**config.mk**
```make
export PLATFORM = sky130hd
export DESIGN_NAME = i2c_regport
export DESIGN_NICKNAME = d
export VERILOG_FILES = /design/src/rtl/i2c_regport_pkg.sv /design/src/rtl/i2c_line_sync.sv /design/src/rtl/i2c_regbank.sv /design/src/rtl/i2c_regport.sv
export SDC_FILE = /design/constraint.sdc
export NUM_CORES = 1
export LEC_CHECK = 0
export ABC_CLOCK_PERIOD_IN_PS = 5300
export BUFFER_PORTS_ARGS = -buffer_cell sky130_fd_sc_hd__buf_2
export CAP_MARGIN = 10
export CORE_UTILIZATION = 40
export CTS_CLUSTER_SIZE = 40
export DETAILED_ROUTE_END_ITERATION = 12
export GPL_TIMING_DRIVEN = 0
export PLACE_DENSITY = 0.7
export SLEW_MARGIN = 20
export SYNTH_ARGS = -nofsm -noshare
export SYNTH_HDL_FRONTEND = slang
export SYNTH_HIERARCHICAL = 1
export SYNTH_SLANG_ARGS = --single-unit
```
**constraint.sdc**
```tcl
create_clock -name clk -period 5.3 [get_ports clk]
set_clock_uncertainty 0.05 [all_clocks]
set_input_delay 1.06 -clock clk [delete_from_list [all_inputs] [get_ports clk]]
set_output_delay 1.06 -clock clk [all_outputs]
set_load 0.05 [all_outputs]
```
**src/rtl/i2c_regport_pkg.sv**
```systemverilog
package i2c_regport_pkg;
  typedef enum logic [3:0] {
    ST_IDLE,
    ST_ADDR,
    ST_ADDR_ACK,
    ST_PTR,
    ST_PTR_ACK,
    ST_WDATA,
    ST_WDATA_ACK,
    ST_RDATA,
    ST_RACK
  } rp_state_e;
endpackage

```
**src/rtl/i2c_line_sync.sv**
```systemverilog
module i2c_line_sync (
  input  logic clk,
  input  logic rst,
  input  logic scl_i,
  input  logic sda_i,
  output logic sda_s,
  output logic scl_rise,
  output logic scl_fall,
  output logic start_det,
  output logic stop_det
);
  // [0],[1] form the synchronizer, [2] holds the previous synchronized value
  logic [2:0] scl_q, sda_q;

  always_ff @(posedge clk) begin
    if (rst) begin
      scl_q <= 3'b111;
      sda_q <= 3'b111;
    end else begin
      scl_q <= {scl_q[1:0], scl_i};
      sda_q <= {sda_q[1:0], sda_i};
    end
  end

  assign sda_s     = sda_q[1];
  assign scl_rise  = scl_q[1] & ~scl_q[2];
  assign scl_fall  = ~scl_q[1] & scl_q[2];
  assign start_det = scl_q[1] & scl_q[2] & sda_q[2] & ~sda_q[1];
  assign stop_det  = scl_q[1] & scl_q[2] & ~sda_q[2] & sda_q[1];
endmodule

```
**src/rtl/i2c_regbank.sv**
```systemverilog
module i2c_regbank #(
  parameter int DATA_W = 8,
  parameter int NUM_RW = 8,
  parameter int NUM_RO = 2,
  parameter int ADDR_W = 7
) (
  input  logic                     clk,
  input  logic                     rst,
  input  logic                     wr_en,
  input  logic [ADDR_W-1:0]        wr_addr,
  input  logic [DATA_W-1:0]        wr_data,
  input  logic [ADDR_W-1:0]        rd_addr,
  input  logic [NUM_RO*DATA_W-1:0] ro_data,
  output logic [DATA_W-1:0]        rd_data,
  output logic [NUM_RW*DATA_W-1:0] regs_o
);
  logic [DATA_W-1:0] bank [NUM_RW];

  for (genvar g = 0; g < NUM_RW; g++) begin : g_rw
    always_ff @(posedge clk) begin
      if (rst) bank[g] <= '0;
      else if (wr_en && wr_addr == ADDR_W'(g)) bank[g] <= wr_data;
    end
    assign regs_o[g*DATA_W +: DATA_W] = bank[g];
  end

  always_comb begin
    rd_data = '0;
    for (int i = 0; i < NUM_RW; i++)
      if (rd_addr == ADDR_W'(i)) rd_data = bank[i];
    for (int j = 0; j < NUM_RO; j++)
      if (rd_addr == ADDR_W'(NUM_RW + j)) rd_data = ro_data[j*DATA_W +: DATA_W];
  end
endmodule

```
**src/rtl/i2c_regport.sv**
```systemverilog
module i2c_regport
  import i2c_regport_pkg::*;
#(
  parameter int         NUM_RW     = 8,
  parameter int         NUM_RO     = 2,
  parameter logic [4:0] DEV_PREFIX = 5'b10010
) (
  input  logic                 clk,
  input  logic                 rst,
  input  logic                 scl_i,
  input  logic                 sda_i,
  output logic                 sda_oe,
  input  logic [1:0]           strap,
  input  logic [NUM_RO*8-1:0]  ro_data,
  output logic [NUM_RW*8-1:0]  regs_o
);
  localparam int BYTE_W = 8;
  localparam int PTR_W  = BYTE_W - 1;
  localparam int CNT_W  = $clog2(BYTE_W + 1);
  localparam logic [CNT_W-1:0] LAST_BIT = CNT_W'(BYTE_W);

  logic sda_s, scl_rise, scl_fall, start_det, stop_det;

  i2c_line_sync u_sync (
    .clk(clk), .rst(rst), .scl_i(scl_i), .sda_i(sda_i),
    .sda_s(sda_s), .scl_rise(scl_rise), .scl_fall(scl_fall),
    .start_det(start_det), .stop_det(stop_det)
  );

  rp_state_e         state_q;
  logic [CNT_W-1:0]  cnt_q;
  logic [BYTE_W-1:0] rx_q, tx_q, wr_data;
  logic [PTR_W-1:0]  ptr_q, wr_addr;
  logic              ainc_q, rw_q, nack_q, wr_en;
  logic [BYTE_W-1:0] rd_data;

  i2c_regbank #(.DATA_W(BYTE_W), .NUM_RW(NUM_RW), .NUM_RO(NUM_RO), .ADDR_W(PTR_W)) u_bank (
    .clk(clk), .rst(rst), .wr_en(wr_en), .wr_addr(wr_addr), .wr_data(wr_data),
    .rd_addr(ptr_q), .ro_data(ro_data), .rd_data(rd_data), .regs_o(regs_o)
  );

  always_ff @(posedge clk) begin
    if (rst) begin
      state_q <= ST_IDLE;
      cnt_q   <= '0;
      rx_q    <= '0;
      tx_q    <= '0;
      ptr_q   <= '0;
      ainc_q  <= 1'b0;
      rw_q    <= 1'b0;
      nack_q  <= 1'b0;
      sda_oe  <= 1'b0;
      wr_en   <= 1'b0;
      wr_addr <= '0;
      wr_data <= '0;
    end else begin
      wr_en <= 1'b0;
      if (start_det) begin
        state_q <= ST_ADDR;
        cnt_q   <= '0;
        sda_oe  <= 1'b0;
      end else if (stop_det) begin
        state_q <= ST_IDLE;
        sda_oe  <= 1'b0;
      end else begin
        case (state_q)
          ST_ADDR, ST_PTR, ST_WDATA: begin
            if (scl_rise && cnt_q != LAST_BIT) begin
              rx_q  <= {rx_q[BYTE_W-2:0], sda_s};
              cnt_q <= cnt_q + 1'b1;
            end else if (scl_fall && cnt_q == LAST_BIT) begin
              if (state_q == ST_ADDR) begin
                if (rx_q[7:3] == DEV_PREFIX && rx_q[2:1] == strap) begin
                  sda_oe  <= 1'b1;
                  rw_q    <= rx_q[0];
                  state_q <= ST_ADDR_ACK;
                end else begin
                  state_q <= ST_IDLE;
                end
              end else if (state_q == ST_PTR) begin
                sda_oe  <= 1'b1;
                ptr_q   <= rx_q[PTR_W-1:0];
                ainc_q  <= rx_q[BYTE_W-1];
                state_q <= ST_PTR_ACK;
              end else begin
                sda_oe  <= 1'b1;
                wr_en   <= 1'b1;
                wr_addr <= ptr_q;
                wr_data <= rx_q;
                if (ainc_q) ptr_q <= ptr_q + 1'b1;
                state_q <= ST_WDATA_ACK;
              end
            end
          end
          ST_ADDR_ACK: if (scl_fall) begin
            cnt_q <= '0;
            if (rw_q) begin
              tx_q    <= rd_data;
              sda_oe  <= ~rd_data[BYTE_W-1];
              state_q <= ST_RDATA;
            end else begin
              sda_oe  <= 1'b0;
              state_q <= ST_PTR;
            end
          end
          ST_PTR_ACK, ST_WDATA_ACK: if (scl_fall) begin
            sda_oe  <= 1'b0;
            cnt_q   <= '0;
            state_q <= ST_WDATA;
          end
          ST_RDATA: begin
            if (scl_rise) begin
              cnt_q <= cnt_q + 1'b1;
            end else if (scl_fall) begin
              if (cnt_q == LAST_BIT) begin
                sda_oe  <= 1'b0;
                if (ainc_q) ptr_q <= ptr_q + 1'b1;
                state_q <= ST_RACK;
              end else begin
                tx_q   <= {tx_q[BYTE_W-2:0], 1'b0};
                sda_oe <= ~tx_q[BYTE_W-2];
              end
            end
          end
          ST_RACK: begin
            if (scl_rise) begin
              nack_q <= sda_s;
            end else if (scl_fall) begin
              if (!nack_q) begin
                tx_q    <= rd_data;
                sda_oe  <= ~rd_data[BYTE_W-1];
                cnt_q   <= '0;
                state_q <= ST_RDATA;
              end else begin
                state_q <= ST_IDLE;
              end
            end
          end
          default: ;
        endcase
      end
    end
  end
endmodule

```
After elaboration in Yosys (flattened, before gate mapping). Memories as Yosys holds them, arrays and structs flattened. Index checks and enable logic that the tools add are counted.

Register bits after elaboration: 56. Memories kept: 1. Output and inout port bits: 65. Word-level logic and storage cells: 236. Memory bits (writable): 64.

Add/subtract/negate cells: 2. Equal/unequal tests: 54. Muxes and demuxes: 101. Bitwise logic cells: 28. Reductions and logical operators: 35.

Memory list: u_bank.bank (words 8, width 8, read ports 8, clocked after memory_dff 0, wr ports 8, line i2c_regbank.sv:17) `logic [DATA_W-1:0] bank [NUM_RW];`.

Operators by type and width (number): $mux 8 (18); $mux 7 (16); $mux 4 (16); $eq 7x3->1 const B (8); $mux 1 (42); $ne 4x4->1 const B (10); $ne 2x2->1 const B (15); $eq 7x2->1 const B (4); $reduce_and 11->1 (2); $pmux 7 s3 (1); $reduce_and 7->1 (3); $pmux 4 s5 (1); $reduce_and 10->1 (2); $eq 4x3->1 const B (4); $pmux 4 s4 (1); $eq 7x1->1 const B (2); $eq 7x4->1 const B (2); $logic_not 7->1 (2); $pmux 7 s2 (1); $not 1->1 (13); $logic_and 1x1->1 (11); $reduce_and 9->1 (1); $reduce_or 3->1 (3); $eq 4x2->1 const B (2); other kinds (22) (40).

Logic depth before layout (Yosys ltp). Gate-level depths: netlist of the first run.

Depth in word-level cells: 16. Depth in mapped cells: 10. Mapped depth without buffers: 7.

Hierarchy. Netlist of the first run, hierarchy kept.

Modules (own cells, without submodules): i2c_regbank (sequential area each 1921.8 um2, area an instance 3528.4 um2, cells each 279, instances 1); i2c_regport (sequential area each 1001.0 um2, area an instance 2750.1 um2, cells each 334, instances 1); i2c_line_sync (sequential area each 120.1 um2, area an instance 190.2 um2, cells each 16, instances 1).

Worst setup path after synthesis of the first run. OpenSTA, ideal clock, no wires.

Kind: reg-to-reg. Start: register u_sync.scl_q[2]. End: register ptr_q[6]. Cell stages (with the launch flop): 8. Data arrival time: 2046 ps. Data required time: 5118 ps. Clock period less this slack: 2228 ps. Setup slack: 3072 ps. Cell sequence: dfxtp_1 nor2b_1 nand4b_2 or3_1 buf_6 or4_4 o21ai_1 a21oi_1.

Elaborated cells on any way between the ends: 17. Classes of those cells: eq/ne (4); bitwise (10); reduce/logical (3).

RTL lines: start: declaration (line i2c_line_sync.sv:13) `logic [2:0] scl_q, sda_q;`; start signal: assignment (line i2c_line_sync.sv:20) `scl_q <= {scl_q[1:0], scl_i};`; $and 1x1->1 (*) (line i2c_line_sync.sv:27) `assign scl_fall = ~scl_q[1] & scl_q[2];`; named net scl_fall (line i2c_regport.sv:22) `logic sda_s, scl_rise, scl_fall, start_det, stop_det;`; $logic_and 1x1->1 (line i2c_regport.sv:71) `end else if (scl_fall && cnt_q == LAST_BIT) begin`; $ne 2x2->1 (no source line); $reduce_and 9->1 (no source line) (*); end signal: assignment (line i2c_regport.sv:82) `ptr_q <= rx_q[PTR_W-1:0];`; end signal: assignment (line i2c_regport.sv:90) `if (ainc_q) ptr_q <= ptr_q + 1'b1;`; end signal: assignment (line i2c_regport.sv:117) `if (ainc_q) ptr_q <= ptr_q + 1'b1;`; end: declaration (line i2c_regport.sv:33) `logic [PTR_W-1:0] ptr_q, wr_addr;`.

Mark *: on every way through the listed nets, which the timed path passes. The rest lies on a longest branch. A chain may end at the register's enable or synchronous reset.

Final worst setup path of the first run.
Start: register u_sync.scl_q[2]. End: register ptr_q[1].

The elaborated chain is that of the path after synthesis.

==> results by group, run 1 <==
CTS
  • Worst-path clk slew: 0.06 ns
  • # hold bufs at CTS: 0
  • CTS root buf: clkbuf_16
  • Clock Path Buffers: 2
  • CTS resizes: 0
  • H-tree depth: 4
  • CTS tree: yes
  • TritonCTS Buffers: 17
  • Post CTS Setup Buffer Count: 0
  • Worst skew pair latency: 0.42 ns
  • Clock Sinks: 120

Worst hold path
  • Hold path start: u_sync/scl_q[0]
  • Hold Crit Endpoint: u_sync/scl_q[1]
  • Hold Path Class: reg -> reg
  • Hold Crit Depth: 1

Timing
  • Hold Violations, Final: 0
  • Worst rel slew slack: 38.1%
  • RSZ-0062 raised after global routing: false
  • Worst Tran Pin Value: 0.926 ns
  • Max frequency: 0.367 GHz
  • Tcrit/Tclk final: 51.5%
  • Slew Limit Fails: 0
  • Final worst slack: 2.57 ns
  • Setup TNS: 0 ns
  • Final min period: 2.73 ns
  • Count of final setup violators: 0

Detailed routing
  • Via Count: 5361
  • Vias/cell: 5.57
  • Drc violations: 0
  • Top sig layer: met4
  • Total iterations of the first detailed-routing run: 5
  • Final WL: 17.7 mm
  • Metal1 wirelength: 7.86 mm
  • Metal2 WL: 7.92 mm
  • Post-DRT Antenna Nets: 0
  • Initial DRC Count: 490
  • DR WL met3: 1.44 mm
  • WL per Instance: 18.4 um

Synth
  • Post-synth EDFFs: 64
  • Ys async rst share: 0%
  • Sequential area share after synthesis: 47.0%
  • Net Count, Synth: 654
  • Mapped Area: 0.00647 mm2
  • Most used DFF post-synth: edfxtp_1
  • Largest area contributor in the netlist: edfxtp_1
  • Yosys warning count: 6
  • Syn Inst Count: 629
  • Syn Area/Cell: 10.3 um2
  • Mux share of post-synthesis cell area: 7.39%
  • Top-area cell type share of the netlist area: 29.7%
  • Area share of and/or/nand/nor cells after synthesis: 25.5%
  • Synth Area in Compound Gates: 14.8%
  • Synth top area cells: edfxtp_1 30%, dfxtp_1 17%, and2_1 6.3%
  • Largest family of logic cells by synthesized area: simple AND/OR/NAND/NOR gates
  • Adder-cell area share of the yosys netlist: 0.580%
  • #FFs+latches synth: 120
  • Xor/xnor share of the synthesized area: 0.406%
  • Unique cell type count in the Yosys netlist: 77

Setup path
  • Critical Path RT: 5.58 ns
  • Worst R2R End: ptr_q[1]
  • Worst Setup End Kind: flop
  • CP cell instances: nor2b_1 -> nand4b_2 -> or3_1 -> buf_6 -> nor4_4 -> o21ai_1 -> a221oi_2
  • FF-to-FF setup slack: 2.57 ns
  • CP max stage delay: 0.61 ns
  • Crit Path Category: reg -> reg
  • Reg2Reg Depth: 7
  • Startpoint types: flop
  • Worst path arrival time: 3.01 ns
  • CP Max Fanout: 9
  • CP delay by family, top: simple AND/OR/NAND/NOR gates
  • RR Startpoint: u_sync/scl_q[2]
  • CP bufs+invs: 1
  • CP max stage cell: nor2b_1

Power and ir drop
  • Max IR drop VDD: 0.228 mV
  • Pleak: 2.98 nW
  • Pwr/cell area: 344 mW/mm2

Cells and area
  • Reg area: 0.00304 mm2
  • Fillers: 1479
  • Nets: 759
  • Area Growth Syn to Fin: 20.1%
  • Inserted Diodes: 0
  • Share of cells above drive strength 1: 22.4%
  • Design area: 0.00777 mm2
  • Area of the multi-input gates: 0.00315 mm2

GRT
  • First-pass GRT wire length: 27.2 mm
  • Largest net degree at the start of global routing: 17
  • Total GRT Usage: 22.0%
  • Initial antenna violation count: 0
  • Vias in the first global route: 4953
  • GRT overflow: 0

Placement
  • Pre-CTS setup slack: 2.54 ns
  • PortBufs: 86
  • HPWL Detailed: 12.6 mm
  • RD Place Congestion: 0.983
  • Area after DPL: 0.00717 mm2

Floorplan
  • Die height: 129 um
  • Die width: 129 um
  • Die area: 0.0167 mm2
  • Row Count: 46
  • Core area: 0.0158 mm2
  • Boundary Pins: 87
  • Initial Utilization: 40.9%

Job
  • Max-cap violations: 0

Run status
  • Outcome: completed
-- flip-flops by register name (all words and copies together), names as in the netlist --
name	cells
tx_q	7
sda_oe	1
nack_q	1
u_sync/scl_q	3
ainc_q	1
wr_addr	7
u_sync/sda_q	3
rx_q	8
ptr_q	7
u_bank/bank	64
wr_en	1
rw_q	1
wr_data	8
cnt_q	4
state_q	4
-- logic make-up after synthesis --
family	count (synthesis)
fa+ha+maj	3
simple gates	276
buf+inv	46
mux	35
flops	120
xor+xnor	3
compound gates	146
-- synth_stat cells, types with 7 or more instances --
cell / number
and2_1: 65
nand2_1: 65
edfxtp_1: 64
dfxtp_1: 56
a21oi_1: 41
nor2_1: 27
mux2i_1: 26
o21ai_0: 22
nand2b_1: 17
nand3_1: 16
buf_2: 13
nor3_1: 12
clkbuf_1: 11
o21bai_1: 10
buf_6: 9
o21ai_1: 9
inv_1: 8
a311oi_1: 7
a31oi_1: 7
mux4_1: 7
nor2b_1: 7
-- stage by stage --
stage	cells	power, mW	utilization (%)	hold WS (ns)
2_1_floorplan	629	1.40	-	0.333
3_3_place_gp	931	1.51	45.3	0.340
3_5_place_dp	931	1.51	45.3	0.347
4_1_cts	963	2.69	49.1	0.360
5_1_grt	963	2.78	49.1	0.380
6_report	963	2.68	49.1	0.354
-- power breakdown --
group / internal, mW / switching, mW / total (mW)
Clock: 0.744 / 0.436 / 1.18
Sequential: 1.01 / 0.0253 / 1.04
Combinational: 0.156 / 0.304 / 0.460
Total: 1.91 / 0.765 / 2.68
-- how the worst max path moves through the flow --
stage,depth (start not counted),startpoint,endpoint,slack (ns)
5_1_grt,7,u_sync/scl_q[2],ptr_q[1],2.41
3_5_place_dp,3,rst,u_bank/bank[0][9],2.54
4_1_cts,7,u_sync/scl_q[2],ptr_q[1],2.62
6_report,7,u_sync/scl_q[2],ptr_q[1],2.57
2_1_floorplan,7,u_sync/scl_q[2],ptr_q[6],3.07
3_3_place_gp,3,rst,u_bank/bank[1][29],2.55
-- layout make-up --
type	count	area share (%)
sequential	120	39.2
timing repair buffer	86	5.54
tap	216	3.48
clock buffer	19	5.57
inverter	8	0.386
multi-input combinational	463	40.5
buffer	38	3.22
clock inverter	13	2.16
-- cells in the final DEF, fill, tap and decap left out, types with 4 or more instances in the layout --
cell       Yosys  final
nor3_4         5      5
nand2b_1      17     17
a21oi_1       41     41
nor2_1        27     27
inv_6          0      4
and2_1        65     65
nand2_1       65     65
a211oi_1       4      4
or4_1          4      4
nor2b_1        7      7
inv_1          8      8
a21o_1         4      4
or3_1          6      6
nor3_2         4      4
a311oi_1       7      7
o21ai_1        9      9
o41ai_1        4      4
o21a_1         5      5
buf_2         13     99
buf_6          9      9
o21bai_1      10     10
or2_1          6      6
o32ai_1        6      6
and3_1         5      5
mux4_1         7      7
nand3_1       16     16
clkbuf_1      11     13
o21ai_0       22     22
edfxtp_1      64     64
dfxtp_1       56     56
mux2i_1       26     26
nor3_1        12     12
a31oi_1        7      7
clkbuf_16      0     17
o22ai_1        6      6
nor3b_1        6      6
o31ai_1        4      4
-- per-layer routing --
| metal | vias up | global-route usage [%] |
|---|---|---|
| met5 | - | 0 |
| met4 | 0 | 9.20 |
| met3 | 35 | 5.45 |
| met2 | 239 | 32.9 |
| met1 | 2536 | 30.2 |
| li1 | 2551 | - |
Note: power is estimated with default switching activity, not from simulation.
==> inputs of run 2 (changes only) <==
- ABC_AREA: default -> 1
- ABC_CLOCK_PERIOD_IN_PS: 5300 -> 2700
- clock period: 5.3 -> 2.7 ns (I/O delays scaled with it)
==> run 2 against run 1 <==
Effect of this change:
- combinational power grew to 3.2 times the previous value
- sequential power grew 100%
- fmax up 9.8%
- synthesized cell count grew 23%
- register-to-register slack got worse by 2.4 ns
- via count is 2.4% higher
- critical path type unchanged
- critical endpoint is now tx_q[6]
- largest power group unchanged
- highest routed layer unchanged
==> results by group, run 2 <==
Floorplan
  • Row Count: 44 (-4.3%)
  • Die height: 124 um (-3.8%)
  • Boundary Pins: 87 (unchanged)
  • Die width: 124 um (-3.8%)
  • Die area: 0.0154 mm2 (-7.4%)
  • Initial Utilization: 41.2% (+0.28 points)
  • Core area: 0.0145 mm2 (-8.2%)

Cells and area
  • Nets: 902 (+19%)
  • Top flop regs: u_bank/bank (64), rx_q (8), wr_data (8)
  • Inserted Diodes: 0 (unchanged)
  • Share of cells above drive strength 1: 17.8% (-4.6 points)
  • Top reg by flops: u_bank/bank
  • Area Growth Syn to Fin: 21.7%
  • Most common cell after layout, fill and taps aside: nand2_1
  • Max reg flops: 64 (unchanged)
  • Design area: 0.00728 mm2 (-6.4%)
  • Fillers: 1393 (-5.8%)
  • Most frequent cells in the layout: 171 x nand2_1, 165 x nor2_1, 89 x buf_2

Timing
  • RSZ-0062 raised after global routing: false
  • Worst Tran Pin Value: 0.904 ns (-0.0219 ns)
  • Worst rel slew slack: 39.3% (+1.1 points)
  • Hold Violations, Final: 0 (unchanged)
  • Setup TNS: 0 ns (unchanged)
  • Max frequency: 0.403 GHz (+9.8%)
  • Slew Limit Fails: 0 (unchanged)
  • Final min period: 2.48 ns (-0.244 ns)
  • Count of final setup violators: 0 (unchanged)
  • Tcrit/Tclk final: 92.0% (+41 points)

Synth
  • Synth top area cells: edfxtp_1 32%, dfxtp_1 19%, nand2_1 11%
  • Syn Inst Count: 772 (+23%)
  • #FFs+latches synth: 120 (unchanged)
  • Syn Area/Cell: 7.75 um2 (-25%)
  • Ys async rst share: 0% (unchanged)
  • Post-synth EDFFs: 64 (unchanged)
  • Most used DFF post-synth: edfxtp_1
  • Top-area cell type share of the netlist area: 32.1% (+2.4 points)
  • Mapped Area: 0.00598 mm2 (-7.5%)
  • Net Count, Synth: 797 (+22%)
  • Unique cell type count in the Yosys netlist: 32 (-58%)
  • Sequential area share after synthesis: 50.9% (+3.8 points)
  • Commonest cells post-synth: 171 x nand2_1, 167 x nor2_1, 88 x inv_1, 64 x edfxtp_1, 56 x dfxtp_1
  • Largest area contributor in the netlist: edfxtp_1
  • Yosys warning count: 6 (unchanged)
  • Count leader, synth: nand2_1

CTS
  • Worst-path clk slew: 0.05 ns (about the same)
  • CTS tree: yes
  • TritonCTS Buffers: 17 (unchanged)
  • Worst skew pair latency: 0.42 ns (about the same)
  • Clock Sinks: 120 (unchanged)
  • H-tree depth: 4 (unchanged)
  • CTS root buf: clkbuf_16
  • Clock Path Buffers: 2 (unchanged)
  • # hold bufs at CTS: 0 (unchanged)

Setup path
  • Critical Path RT: 2.99 ns (-2.59 ns)
  • CP Max Fanout: 10 (+1)
  • Startpoint types: flop
  • Worst Setup End Kind: flop
  • Worst path arrival time: 2.78 ns (-0.23 ns)
  • Crit Path Category: reg -> reg

GRT
  • Largest net degree at the start of global routing: 17 (unchanged)
  • Initial antenna violation count: 0 (unchanged)
  • Vias in the first global route: 5043 (+1.8%)
  • First-pass GRT wire length: 25.6 mm (-6.2%)
  • GRT overflow: 0 (unchanged)
  • Total GRT Usage: 21.3% (-0.70 points)

Job
  • Max-cap violations: 0 (unchanged)

Detailed routing
  • Final WL: 16.0 mm (-9.6%)
  • Initial DRC Count: 515 (+5.1%)
  • Post-DRT Antenna Nets: 0 (unchanged)
  • Drc violations: 0 (unchanged)
  • WL per Instance: 14.9 um (-19%)
  • Via Count: 5490 (+2.4%)
  • Vias/cell: 5.11 (-8.2%)
  • Total iterations of the first detailed-routing run: 5 (unchanged)

Placement
  • PortBufs: 86 (unchanged)
  • Area after DPL: 0.00664 mm2 (-7.4%)
  • HPWL Detailed: 11.4 mm (-9.4%)
  • RD Place Congestion: 0.893 (-9.2%)

Power and ir drop
  • Pwr/cell area: 823 mW/mm2 (+140%)
  • Max IR drop VDD: 0.452 mV (+99%)
  • Pleak: 3.07 nW (+3.1%)

Worst hold path
  • Hold Path Class: in -> reg

Run status
  • Outcome: completed
## run 2: kinds of logic after synthesis
kind of cell	synth area share, %
compound gates	7.32
xor+xnor	0.439
fa+ha+maj	0.628
buf+inv	6.90
flops	50.9
simple gates	33.8
## run 2: metrics by stage
step / cells / power [mW] / setup WS, ns / utilization (%) / hold slack (ns)
detailed placement: 1042 / 3.61 / 0.160 / 45.7 / 0.343
CTS: 1074 / 6.00 / 0.139 / 50.0 / 0.238
global placement: 1042 / 3.60 / 0.210 / 45.7 / 0.340
floorplan: 772 / 3.26 / 0.812 / - / 0.333
finish: 1074 / 5.99 / 0.217 / 50.1 / 0.248
global route: 1074 / 6.30 / 0.0326 / 50.1 / 0.245
## run 2: where the power goes
part           internal, mW  switching (mW)  total, mW
combinational         0.419            1.05       1.47
clock                  1.54           0.844       2.39
sequential             2.03           0.103       2.13
## run 2: final timing paths
path                                      start               to  slack, ns  depth (start not counted)
worst max-delay path                   ptr_q[5]          tx_q[6]       0.22                         14
worst min-delay path                      scl_i  u_sync/scl_q[0]       0.25                          2
worst min register to register  u_sync/sda_q[0]  u_sync/sda_q[1]       0.36                          1
worst max register to register         ptr_q[5]          tx_q[6]       0.22                         14
## run 2: layout make-up
| class | count | area (um2) | area share [%] |
|---|---|---|---|
| Sequential cell | 120 | 3040 | 41.8 |
| Buffer | 12 | 60.1 | 0.825 |
| Timing Repair Buffer | 86 | 430 | 5.92 |
| Inverter | 94 | 353 | 4.85 |
| Multi-Input combinational cell | 546 | 2530 | 34.8 |
| Clock buffer | 17 | 425 | 5.85 |
| Clock inverter | 15 | 199 | 2.73 |
| Tap cell | 184 | 230 | 3.16 |
## run 2: critical path: stages (launching register included)
cell      delay [ns]
dfxtp_1         0.35
inv_1           0.07
nand2_1         0.05
nor2_2          0.29
nand2_1         0.21
nor2_1          0.19
clkbuf_1        0.38
a21oi_1         0.08
nand4_1         0.14
nand2_1         0.08
nand3_1         0.08
nand2_1         0.05
o21ai_0         0.10
nand4_1         0.12
a21oi_1         0.16
## run 2: per-layer routing
| metal | wire [um] | track usage, % |
|---|---|---|
| met1 | 6920 | 28.5 |
| met2 | 7400 | 32.4 |
| met3 | 1370 | 5.84 |
| met4 | 309 | 8.58 |
| met5 | 0 | 0 |
## run 2: repair_timing
item,4_1_cts,5_1_grt
setup endpoints to repair,0,8
buffers inserted,0,0
endpoints found under the hold margin,0,0
resized for setup,0,3
==> inputs of run 3 (changes only) <==
- ABC_CLOCK_PERIOD_IN_PS: 2700 -> 2200
- CTS_BUF_LIST: default -> sky130_fd_sc_hd__clkbuf_16
- PLACE_DENSITY: 0.7 -> 0.59
- clock period: 2.7 -> 2.2 ns (I/O delays scaled with it)
==> run 3 against run 2 <==
Effect of this change:
- register-to-register slack got worse by 0.12 ns
- non-clock buffer count up 4
- sequential cell count is the same
- worst setup slack worse by 0.12 ns
- critical endpoint unchanged
- largest cell class unchanged
==> results by group, run 3 (synthesized netlist as in run 2, its figures left out) <==
Detailed routing
  • Final WL: 16.4 mm (+2.8%)
  • WL per Instance: 15.3 um (+2.4%)
  • Initial DRC Count: 426 (-17%)
  • Total iterations of the first detailed-routing run: 7 (+2)
  • Vias/cell: 5.01 (-1.9%)
  • Drc violations: 0 (unchanged)
  • Post-DRT Antenna Nets: 0 (unchanged)
  • Via Count: 5404 (-1.6%)

Timing
  • Count of final setup violators: 0 (unchanged)
  • Max frequency: 0.476 GHz (+18%)
  • Final min period: 2.10 ns (-0.383 ns)
  • Slew Limit Fails: 0 (unchanged)
  • RSZ-0062 raised after global routing: true
  • Tcrit/Tclk final: 95.5% (+3.5 points)
  • Worst Tran Pin Value: 0.574 ns (-0.330 ns)
  • Hold Violations, Final: 0 (unchanged)
  • Final worst slack: 0.0995 ns (-0.117 ns)
  • Worst rel slew slack: 61.7% (+22 points)

Setup path
  • Worst Setup End Kind: flop
  • CP cell instances: inv_1 -> nand2_1 -> nor2_4 -> clkbuf_4 -> nand3_1 -> nand3_1 -> nor2_1 -> nand4_1 -> nand2_1 -> nand3_1 -> nand2_1 -> o21ai_0 -> nand4_1 -> a21oi_1
  • CP max stage cell: dfxtp_1
  • CP Max Fanout: 10 (unchanged)
  • CP max stage delay: 0.34 ns (-0.04 ns)
  • CP bufs+invs: 2 (unchanged)
  • Startpoint types: flop
  • Worst path arrival time: 2.40 ns (-0.38 ns)
  • Critical Path RT: 2.50 ns (-0.49 ns)
  • CP delay by family, top: simple AND/OR/NAND/NOR gates
  • Crit Path Category: reg -> reg

CTS
  • TritonCTS Buffers: 17 (unchanged)
  • # hold bufs at CTS: 0 (unchanged)
  • CTS root buf: clkbuf_16
  • H-tree depth: 4 (unchanged)
  • Clock Path Buffers: 2 (unchanged)
  • Worst skew pair latency: 0.42 ns (about the same)
  • Clock Sinks: 120 (unchanged)
  • Worst-path clk slew: 0.05 ns (about the same)
  • CTS tree: yes

Floorplan
  • Boundary Pins: 87 (unchanged)
  • Die height: 124 um (unchanged)
  • Core area: 0.0145 mm2 (unchanged)
  • Row Count: 44 (unchanged)
  • Initial Utilization: 41.2% (unchanged)
  • Die area: 0.0154 mm2 (unchanged)
  • Die width: 124 um (unchanged)

GRT
  • GRT overflow: 0 (unchanged)
  • Total GRT Usage: 21.8% (+0.49 points)
  • Vias in the first global route: 4987 (-1.1%)
  • First-pass GRT wire length: 25.8 mm (+1.0%)
  • Largest net degree at the start of global routing: 17 (unchanged)
  • Initial antenna violation count: 0 (unchanged)

Placement
  • Pre-CTS setup slack: -0.439 ns (-0.598 ns)
  • HPWL Detailed: 12.1 mm (+5.4%)
  • RD Place Congestion: 0.867 (-2.8%)
  • PortBufs: 86 (unchanged)

Cells and area
  • Most frequent cells in the layout: 167 x nand2_1, 158 x nor2_1, 91 x inv_1
  • Share of cells above drive strength 1: 19.9% (+2.2 points)
  • Top flop regs: u_bank/bank (64), rx_q (8), wr_data (8)
  • Inserted Diodes: 0 (unchanged)
  • Most common cell after layout, fill and taps aside: nand2_1
  • Top reg by flops: u_bank/bank
  • Area Growth Syn to Fin: 23.4%
  • Final core occ: 50.8% (+0.72 points)
  • Max reg flops: 64 (unchanged)
  • Nets: 906 (+0.44%)

Power and ir drop
  • Pwr/cell area: 991 mW/mm2 (+20%)
  • Max IR drop VDD: 0.443 mV (-2.0%)
  • Pleak: 3.13 nW (+1.9%)

Run status
  • Outcome: completed

Job
  • Max-cap violations: 0 (unchanged)

Worst hold path
  • Hold Path Class: in -> reg
## run 3: what timing repair did
action / CTS / global route
setup buffers: 0 / 4
gates resized for setup: 9 / 28
pin swaps: 0 / 2
setup endpoints to repair: 8 / 32
## run 3: worst paths after layout
path,from,end,slack (ns),cells past startpoint
worst max-delay path,ptr_q[4],tx_q[6],0.1,14
worst min register to register,u_sync/sda_q[0],u_sync/sda_q[1],0.35,1
worst max register to register,ptr_q[4],tx_q[6],0.1,14
worst min-delay path,scl_i,u_sync/scl_q[0],0.15,2
## run 3: power breakdown
group,internal [mW],total [mW],switching [mW]
clock,1.88,2.86,0.986
combinational,0.533,1.83,1.29
sequential,2.49,2.62,0.132
## run 3: cell type report
class                   instances  area [um2]
repair buffers                 90         460
inverters                      94         353
well taps                     184         230
clock inverters                15         185
plain buffers                  12        73.8
multi-input cells             546        2610
flip-flops and latches        120        3050
clock buffers                  17         425
fillers                      1439        7150
## run 3: layer usage
layer	routed length (um)	track usage, %	vias to the layer above
met5	0	0	-
met4	377	9.71	0
met3	916	4.21	30
met2	7490	34.0	170
met1	7660	29.2	2471
li1	-	-	2733
## run 3: through the flow
step | power [mW] | cells | hold WS, ns | TNS, ns | area [um2]
2_1_floorplan | 3.99 | 772 | 0.333 | 0 | 5980
4_1_cts | 7.29 | 1074 | 0.138 | 0 | 7280
6_report | 7.31 | 1078 | 0.153 | 0 | 7380
3_5_place_dp | 4.42 | 1042 | 0.341 | -2.67 | 6640
3_3_place_gp | 4.42 | 1042 | 0.335 | -2.69 | 6640
5_1_grt | 7.67 | 1078 | 0.153 | -0.0616 | 7380
